File: config.mk
export PLATFORM = sky130hd
export DESIGN_NAME = short_burst_gen
export DESIGN_NICKNAME = d
export VERILOG_FILES = /design/src/rtl/sbg_pkg.sv /design/src/rtl/sbg_seq.sv /design/src/rtl/sbg_symsel.sv /design/src/rtl/short_burst_gen.sv
export SDC_FILE = /design/constraint.sdc
export NUM_CORES = 1
export LEC_CHECK = 0
export ABC_CLOCK_PERIOD_IN_PS = 4200
export BUFFER_PORTS_ARGS = -buffer_cell sky130_fd_sc_hd__buf_4
export CORE_AREA = 2 2 79 81
export DETAILED_ROUTE_END_ITERATION = 10
export DIE_AREA = 0 0 81 83
export PLACE_DENSITY = 0.76
export SETUP_SLACK_MARGIN = 0.05
export SYNTH_ARGS = -nofsm -noshare
export SYNTH_HDL_FRONTEND = slang
export SYNTH_HIERARCHICAL = 1
export SYNTH_SLANG_ARGS = --single-unit
export TNS_END_PERCENT = 20
File: constraint.sdc
create_clock -name clk -period 4.2 [get_ports clk]
set_clock_uncertainty 0.15 [all_clocks]
set_input_delay 0.84 -clock clk [delete_from_list [all_inputs] [get_ports clk]]
set_output_delay 0.84 -clock clk [all_outputs]
set_load 0.01 [all_outputs]
File: src/rtl/sbg_pkg.sv
package sbg_pkg;

    typedef enum logic [2:0] {
        TAG_GUARD  = 3'd0,
        TAG_RAMP   = 3'd1,
        TAG_SYNC   = 3'd2,
        TAG_CODE   = 3'd3,
        TAG_SPACER = 3'd4
    } tag_e;

    typedef enum logic [2:0] {
        ST_IDLE,
        ST_LEAD_GUARD,
        ST_LEAD_RAMP,
        ST_SYNC,
        ST_CODE,
        ST_SPACER,
        ST_TAIL_RAMP,
        ST_TAIL_GUARD
    } state_e;

endpackage

File: src/rtl/sbg_seq.sv
module sbg_seq
    import sbg_pkg::*;
#(
    parameter int LEAD_GUARD = 3,
    parameter int RAMP_LEN   = 3,
    parameter int SYNC_LEN   = 14,
    parameter int CODE_LEN   = 6,
    parameter int SPC_STEP   = 2,
    parameter int NSYNC      = 6,
    parameter int TAIL_LEN   = 22,
    parameter int CW         = 8
) (
    input  logic          clk,
    input  logic          rst_n,
    input  logic          start,
    input  logic          sym_en,
    output state_e        state,
    output logic [CW-1:0] cnt,
    output tag_e          tag,
    output logic          tx_on,
    output logic          busy,
    output logic          done,
    output logic          load
);

    localparam int GW = (NSYNC > 1) ? $clog2(NSYNC) : 1;

    state_e        nxt_state;
    logic [CW-1:0] nxt_cnt;
    logic [GW-1:0] grp, nxt_grp;
    logic [CW-1:0] field_len;
    logic          last;

    // length of the field the current state stands for
    always_comb begin
        unique case (state)
            ST_IDLE:       field_len = CW'(1);
            ST_LEAD_GUARD: field_len = CW'(LEAD_GUARD);
            ST_LEAD_RAMP:  field_len = CW'(RAMP_LEN);
            ST_SYNC:       field_len = CW'(SYNC_LEN);
            ST_CODE:       field_len = CW'(CODE_LEN);
            ST_SPACER:     field_len = CW'(SPC_STEP * int'(grp));
            ST_TAIL_RAMP:  field_len = CW'(RAMP_LEN);
            ST_TAIL_GUARD: field_len = CW'(TAIL_LEN - RAMP_LEN);
        endcase
    end

    assign last = (cnt == field_len - CW'(1));
    assign busy = (state != ST_IDLE);
    assign load = start && (state == ST_IDLE);

    // next-state logic
    always_comb begin
        nxt_state = state;
        nxt_cnt   = cnt;
        nxt_grp   = grp;
        if (state == ST_IDLE) begin
            if (start) begin
                nxt_state = ST_LEAD_GUARD;
                nxt_cnt   = '0;
                nxt_grp   = '0;
            end
        end else if (sym_en) begin
            if (!last) begin
                nxt_cnt = cnt + CW'(1);
            end else begin
                nxt_cnt = '0;
                unique case (state)
                    ST_LEAD_GUARD: nxt_state = ST_LEAD_RAMP;
                    ST_LEAD_RAMP:  nxt_state = ST_SYNC;
                    ST_SYNC: begin
                        if (grp == GW'(NSYNC - 1)) nxt_state = ST_TAIL_RAMP;
                        else                       nxt_state = ST_CODE;
                    end
                    ST_CODE: begin
                        if (grp == '0) begin
                            nxt_state = ST_SYNC;
                            nxt_grp   = grp + GW'(1);
                        end else begin
                            nxt_state = ST_SPACER;
                        end
                    end
                    ST_SPACER: begin
                        nxt_state = ST_SYNC;
                        nxt_grp   = grp + GW'(1);
                    end
                    ST_TAIL_RAMP:  nxt_state = ST_TAIL_GUARD;
                    ST_TAIL_GUARD: nxt_state = ST_IDLE;
                    ST_IDLE:       nxt_state = ST_IDLE;
                endcase
            end
        end
    end

    // state register
    always_ff @(posedge clk or negedge rst_n) begin
        if (!rst_n) begin
            state <= ST_IDLE;
            cnt   <= '0;
            grp   <= '0;
            done  <= 1'b0;
        end else begin
            state <= nxt_state;
            cnt   <= nxt_cnt;
            grp   <= nxt_grp;
            done  <= (state == ST_TAIL_GUARD) && sym_en && last;
        end
    end

    // outputs
    always_comb begin
        unique case (state)
            ST_IDLE:       begin tag = TAG_GUARD;  tx_on = 1'b0; end
            ST_LEAD_GUARD: begin tag = TAG_GUARD;  tx_on = 1'b0; end
            ST_LEAD_RAMP:  begin tag = TAG_RAMP;   tx_on = 1'b1; end
            ST_SYNC:       begin tag = TAG_SYNC;   tx_on = 1'b1; end
            ST_CODE:       begin tag = TAG_CODE;   tx_on = 1'b1; end
            ST_SPACER:     begin tag = TAG_SPACER; tx_on = 1'b1; end
            ST_TAIL_RAMP:  begin tag = TAG_RAMP;   tx_on = 1'b1; end
            ST_TAIL_GUARD: begin tag = TAG_GUARD;  tx_on = 1'b0; end
        endcase
    end

endmodule

File: src/rtl/sbg_symsel.sv
module sbg_symsel
    import sbg_pkg::*;
#(
    parameter int SYNC_LEN = 14,
    parameter int CODE_LEN = 6,
    parameter int CW       = 8
) (
    input  logic                  clk,
    input  logic                  rst_n,
    input  logic                  load,
    input  logic [2*SYNC_LEN-1:0] sync_word,
    input  logic [2*CODE_LEN-1:0] color_code,
    input  state_e                state,
    input  logic [CW-1:0]         cnt,
    output logic [1:0]            sym_out
);

    localparam int SW = 2 * SYNC_LEN;
    localparam int KW = 2 * CODE_LEN;

    logic [SW-1:0] sync_q, sync_sh;
    logic [KW-1:0] code_q, code_sh;

    always_ff @(posedge clk or negedge rst_n) begin
        if (!rst_n) begin
            sync_q <= '0;
            code_q <= '0;
        end else if (load) begin
            sync_q <= sync_word;
            code_q <= color_code;
        end
    end

    // first transmitted di-bit lives in the MSBs
    always_comb begin
        sync_sh = sync_q << (2 * cnt);
        code_sh = code_q << (2 * cnt);
        if (state == ST_SYNC)      sym_out = sync_sh[SW-1 -: 2];
        else if (state == ST_CODE) sym_out = code_sh[KW-1 -: 2];
        else                       sym_out = 2'b00;
    end

endmodule

File: src/rtl/short_burst_gen.sv
module short_burst_gen
    import sbg_pkg::*;
#(
    parameter int LEAD_GUARD = 3,
    parameter int RAMP_LEN   = 3,
    parameter int SYNC_LEN   = 14,
    parameter int CODE_LEN   = 6,
    parameter int SPC_STEP   = 2,
    parameter int NSYNC      = 6,
    parameter int TAIL_LEN   = 22
) (
    input  logic                  clk,
    input  logic                  rst_n,
    input  logic                  start,
    input  logic                  sym_en,
    input  logic [2*SYNC_LEN-1:0] sync_word,
    input  logic [2*CODE_LEN-1:0] color_code,
    output logic [1:0]            sym_out,
    output logic [2:0]            tag_out,
    output logic                  tx_on,
    output logic                  busy,
    output logic                  done
);

    localparam int SLOT_LEN = LEAD_GUARD + RAMP_LEN + NSYNC * SYNC_LEN
                            + (NSYNC - 1) * CODE_LEN
                            + SPC_STEP * (NSYNC - 1) * (NSYNC - 2) / 2
                            + TAIL_LEN;
    localparam int CW = $clog2(SLOT_LEN + 1);

    state_e        state;
    logic [CW-1:0] cnt;
    tag_e          tag;
    logic          load;

    sbg_seq #(
        .LEAD_GUARD(LEAD_GUARD), .RAMP_LEN(RAMP_LEN), .SYNC_LEN(SYNC_LEN),
        .CODE_LEN(CODE_LEN), .SPC_STEP(SPC_STEP), .NSYNC(NSYNC),
        .TAIL_LEN(TAIL_LEN), .CW(CW)
    ) seq_i (
        .clk(clk), .rst_n(rst_n), .start(start), .sym_en(sym_en),
        .state(state), .cnt(cnt), .tag(tag), .tx_on(tx_on),
        .busy(busy), .done(done), .load(load)
    );

    sbg_symsel #(
        .SYNC_LEN(SYNC_LEN), .CODE_LEN(CODE_LEN), .CW(CW)
    ) sel_i (
        .clk(clk), .rst_n(rst_n), .load(load),
        .sync_word(sync_word), .color_code(color_code),
        .state(state), .cnt(cnt), .sym_out(sym_out)
    );

    assign tag_out = tag;

endmodule

==> metrics <==
met1 usage=0.312; initial antenna violation count=0; clock buffer count from CTS=5; CTS tree=built; routability cong.=0.878; pin count of the biggest net entering global routing=56; synthesized area per cell=11.0 um2; net count after synthesis=333; Critical-path top delay cell=dfrtp_1; Lkg Pwr=1.79 nW; Mapped Area=3120 um2; Post-CTS Setup Bufs=0; Initial Utilization=0.537; WP data required=4.24 ns; # nets final=382; endpoints failing setup=0; DIE WIDTH=81 um; Peak supply drop=0.198 mV; crit path launch type=flip-flop; critical path, cell by cell=nand2_1, nor2_1, nor2_1, nor2_1, ha_1, xor2_1, o221ai_1, or3_1, nor4_2, and4_1, a31oi_1, a2111oi_2; sequential share of power=0.529; setup ws final=0.729 ns; area grow syn2layout=17.0%; RSZ-0062 raised after global routing=no; Post-synth EDFFs=0; Worst setup EP type=flip-flop; vias per cell=5.91; area of the core=5820 um2; switch share=0.296; Slew @ Worst Pin=0.724 ns; number of global-route vias before repair=2,455; clock share of power=0.271; TritonRoute pass-1 iters=4; WL final=6930 um; yosys warns=6; Yosys cell types=61; ys async rst share=1.00; # hold bufs at CTS=0; clk sinks=55; Site Rows=28; worst slack, placed=0.773 ns; starting DRC count in detailed routing=191; Psw=0.365 mW; IO Pins=52; slew margin rel.=0.517; drt drc=0; CTS Buffer Depth=2; internal power=0.866 mW; Setup CP Type=flip-flop to flip-flop; max_cap viols=0; htree depth=2; max-slew violations=0; clock period minus worst slack=3.47 ns; setup_tns=0 ns; period utilization=0.826; Worst-path clk slew=0.09 ns; grt ovf=0; Antenna Cells=0; Clk Latency, worst-skew pair=0.29 ns; first-pass GRT wire length=12,000 um; Die H=83 um; Seq/Total Area, Yosys=0.441; Vias=2,412; Fin. Hold Viols=0; HPWL Detailed=4980 um; port bufs=51; gr usage total=0.223; cells after synthesis=284; post_cts resized=0; Cell Pwr Density=337 nW/um2; number of routed nets with antenna violations=0; Top Usage Layer GRT=met2; worst-path fanout max=22; slowest cell delay on critical path=0.76 ns; arrival time worst endpoint=3.51 ns; status=completed; Logic pwr share=0.200; Hold Crit Class=flip-flop to flip-flop; Worst path most repeated cell=nor2_1; Max Clk Rate=0.288 GHz; grt met3 use=0.0380; commonest register cell after synthesis=dfrtp_1; DIE AREA=6720 um2; GRT met2 Usage=0.367; layout cells sized above 1=0.336; Root Buffer=clkbuf_8; synthesized flop and latch total=55; Routed WL per cell=17.0 um
## state kept, by name (all words and copies together), names as in the netlist
register,count
sel_i/code_q,12
seq_i/grp,3
seq_i/cnt,8
seq_i/state,3
sel_i/sync_q,28
seq_i/done,1
## kinds of logic after synthesis
| family | share of synthesized area |
|---|---|
| simple gates | 0.152 |
| flops | 0.441 |
| compound gates | 0.119 |
| xor+xnor | 0.0196 |
| mux | 0.211 |
| fa+ha+maj | 0.0200 |
| buf+inv | 0.0384 |
## routing by layer
metal / wire [um] / vias to the layer above
met1: 3040 / 1202
li1: - / 1144
met5: 0 / -
met2: 3520 / 64
met4: 22 / 0
met3: 351 / 2
## power by group through the flow
stage                     combinational (mW)  clock (mW)  sequential (mW)
after floorplan                        0.204           0            0.614
after detailed placement               0.245           0            0.662
after global routing                   0.272       0.367            0.663
after CTS                              0.247       0.344            0.652
final                                  0.247       0.333            0.651
after global placement                 0.244           0            0.664
## final timing paths
check	startpoint	to	slack, ns	cells after the start
setup reg to reg	seq_i/state[0]$_DFFE_PN0P_	seq_i/grp[0]$_DFFE_PN0P_	0.73	12
hold reg to reg	sel_i/sync_q[24]$_DFFE_PN0P_	sel_i/sync_q[24]$_DFFE_PN0P_	0.36	1
min in group asynchronous	rst_n	sel_i/code_q[11]$_DFFE_PN0P_	0.43	1
hold / removal	sel_i/sync_q[24]$_DFFE_PN0P_	sel_i/sync_q[24]$_DFFE_PN0P_	0.36	1
max in group asynchronous	rst_n	sel_i/sync_q[20]$_DFFE_PN0P_	3.01	1
setup / recovery	seq_i/state[0]$_DFFE_PN0P_	seq_i/grp[0]$_DFFE_PN0P_	0.73	12
## cell type report
cell class              instances  area, um2
repair buffers                 55        413
clock inverters                 1       30.0
inverters                      11       41.3
clock buffers                   6       72.6
fillers                       511       2160
well taps                      75       93.8
multi-input cells             205       1630
flip-flops and latches         55       1380
## stage by stage
step	instance area [um2]	power [mW]	instances	utilization	hold WS (ns)
2_1_floorplan	3120	0.819	284	-	0.322
3_3_place_gp	3550	0.908	401	0.611	0.335
3_5_place_dp	3550	0.907	401	0.611	0.345
4_1_cts	3650	1.24	408	0.628	0.365
5_1_grt	3650	1.30	408	0.628	0.385
6_report	3650	1.23	408	0.628	0.360
## critical path, delay by kind of cell, from the launching register on
| kind | cells | cell delay [ns] |
|---|---|---|
| and+or+nand+nor | 7 | 1.49 |
| adders and majority gates | 1 | 0.24 |
| DFF | 1 | 0.76 |
| AOI/OAI and AO/OA | 3 | 0.59 |
| xor gates and xnor gates | 1 | 0.14 |
## layout by cell type, fill, tap and decap left out, types with 2 or more instances in the layout
cell type   n
nand3_1     7
nand2_1    16
and4_1      2
o21ai_0     9
a22oi_1     2
nor2_1     18
mux2_1      2
mux2_2     41
buf_4      55
clkbuf_8    5
and2_1      2
nand2b_1    5
mux4_2      3
and3_1      4
mux2i_1     8
a31oi_1     4
xor2_1      2
nand4_1     2
ha_1        5
nor3_1      7
o22ai_1     3
inv_1      10
a21o_1      2
nor2b_1     5
xnor2_1     5
dfrtp_1    55
a211oi_1    4
nand4b_1    3
o32ai_1     3
o211ai_1    2
nand3b_1    3
a21oi_1     9
and3b_1     2
o21a_1      2
## cell usage after synthesis, types with 4 or more instances
master / n / area [um2]
dfrtp_1: 55 / 1380
mux2_2: 41 / 462
nor2_1: 18 / 67.6
nand2_1: 16 / 60.1
inv_1: 10 / 37.5
a21oi_1: 9 / 45.0
o21ai_0: 9 / 45.0
mux2i_1: 8 / 80.1
nand3_1: 7 / 35.0
nor3_1: 7 / 35.0
ha_1: 5 / 62.6
nand2b_1: 5 / 31.3
nor2b_1: 5 / 31.3
xnor2_1: 5 / 43.8
a211oi_1: 4 / 30.0
a31oi_1: 4 / 25.0
and3_1: 4 / 25.0
Note: power is estimated with default switching activity, not from simulation.
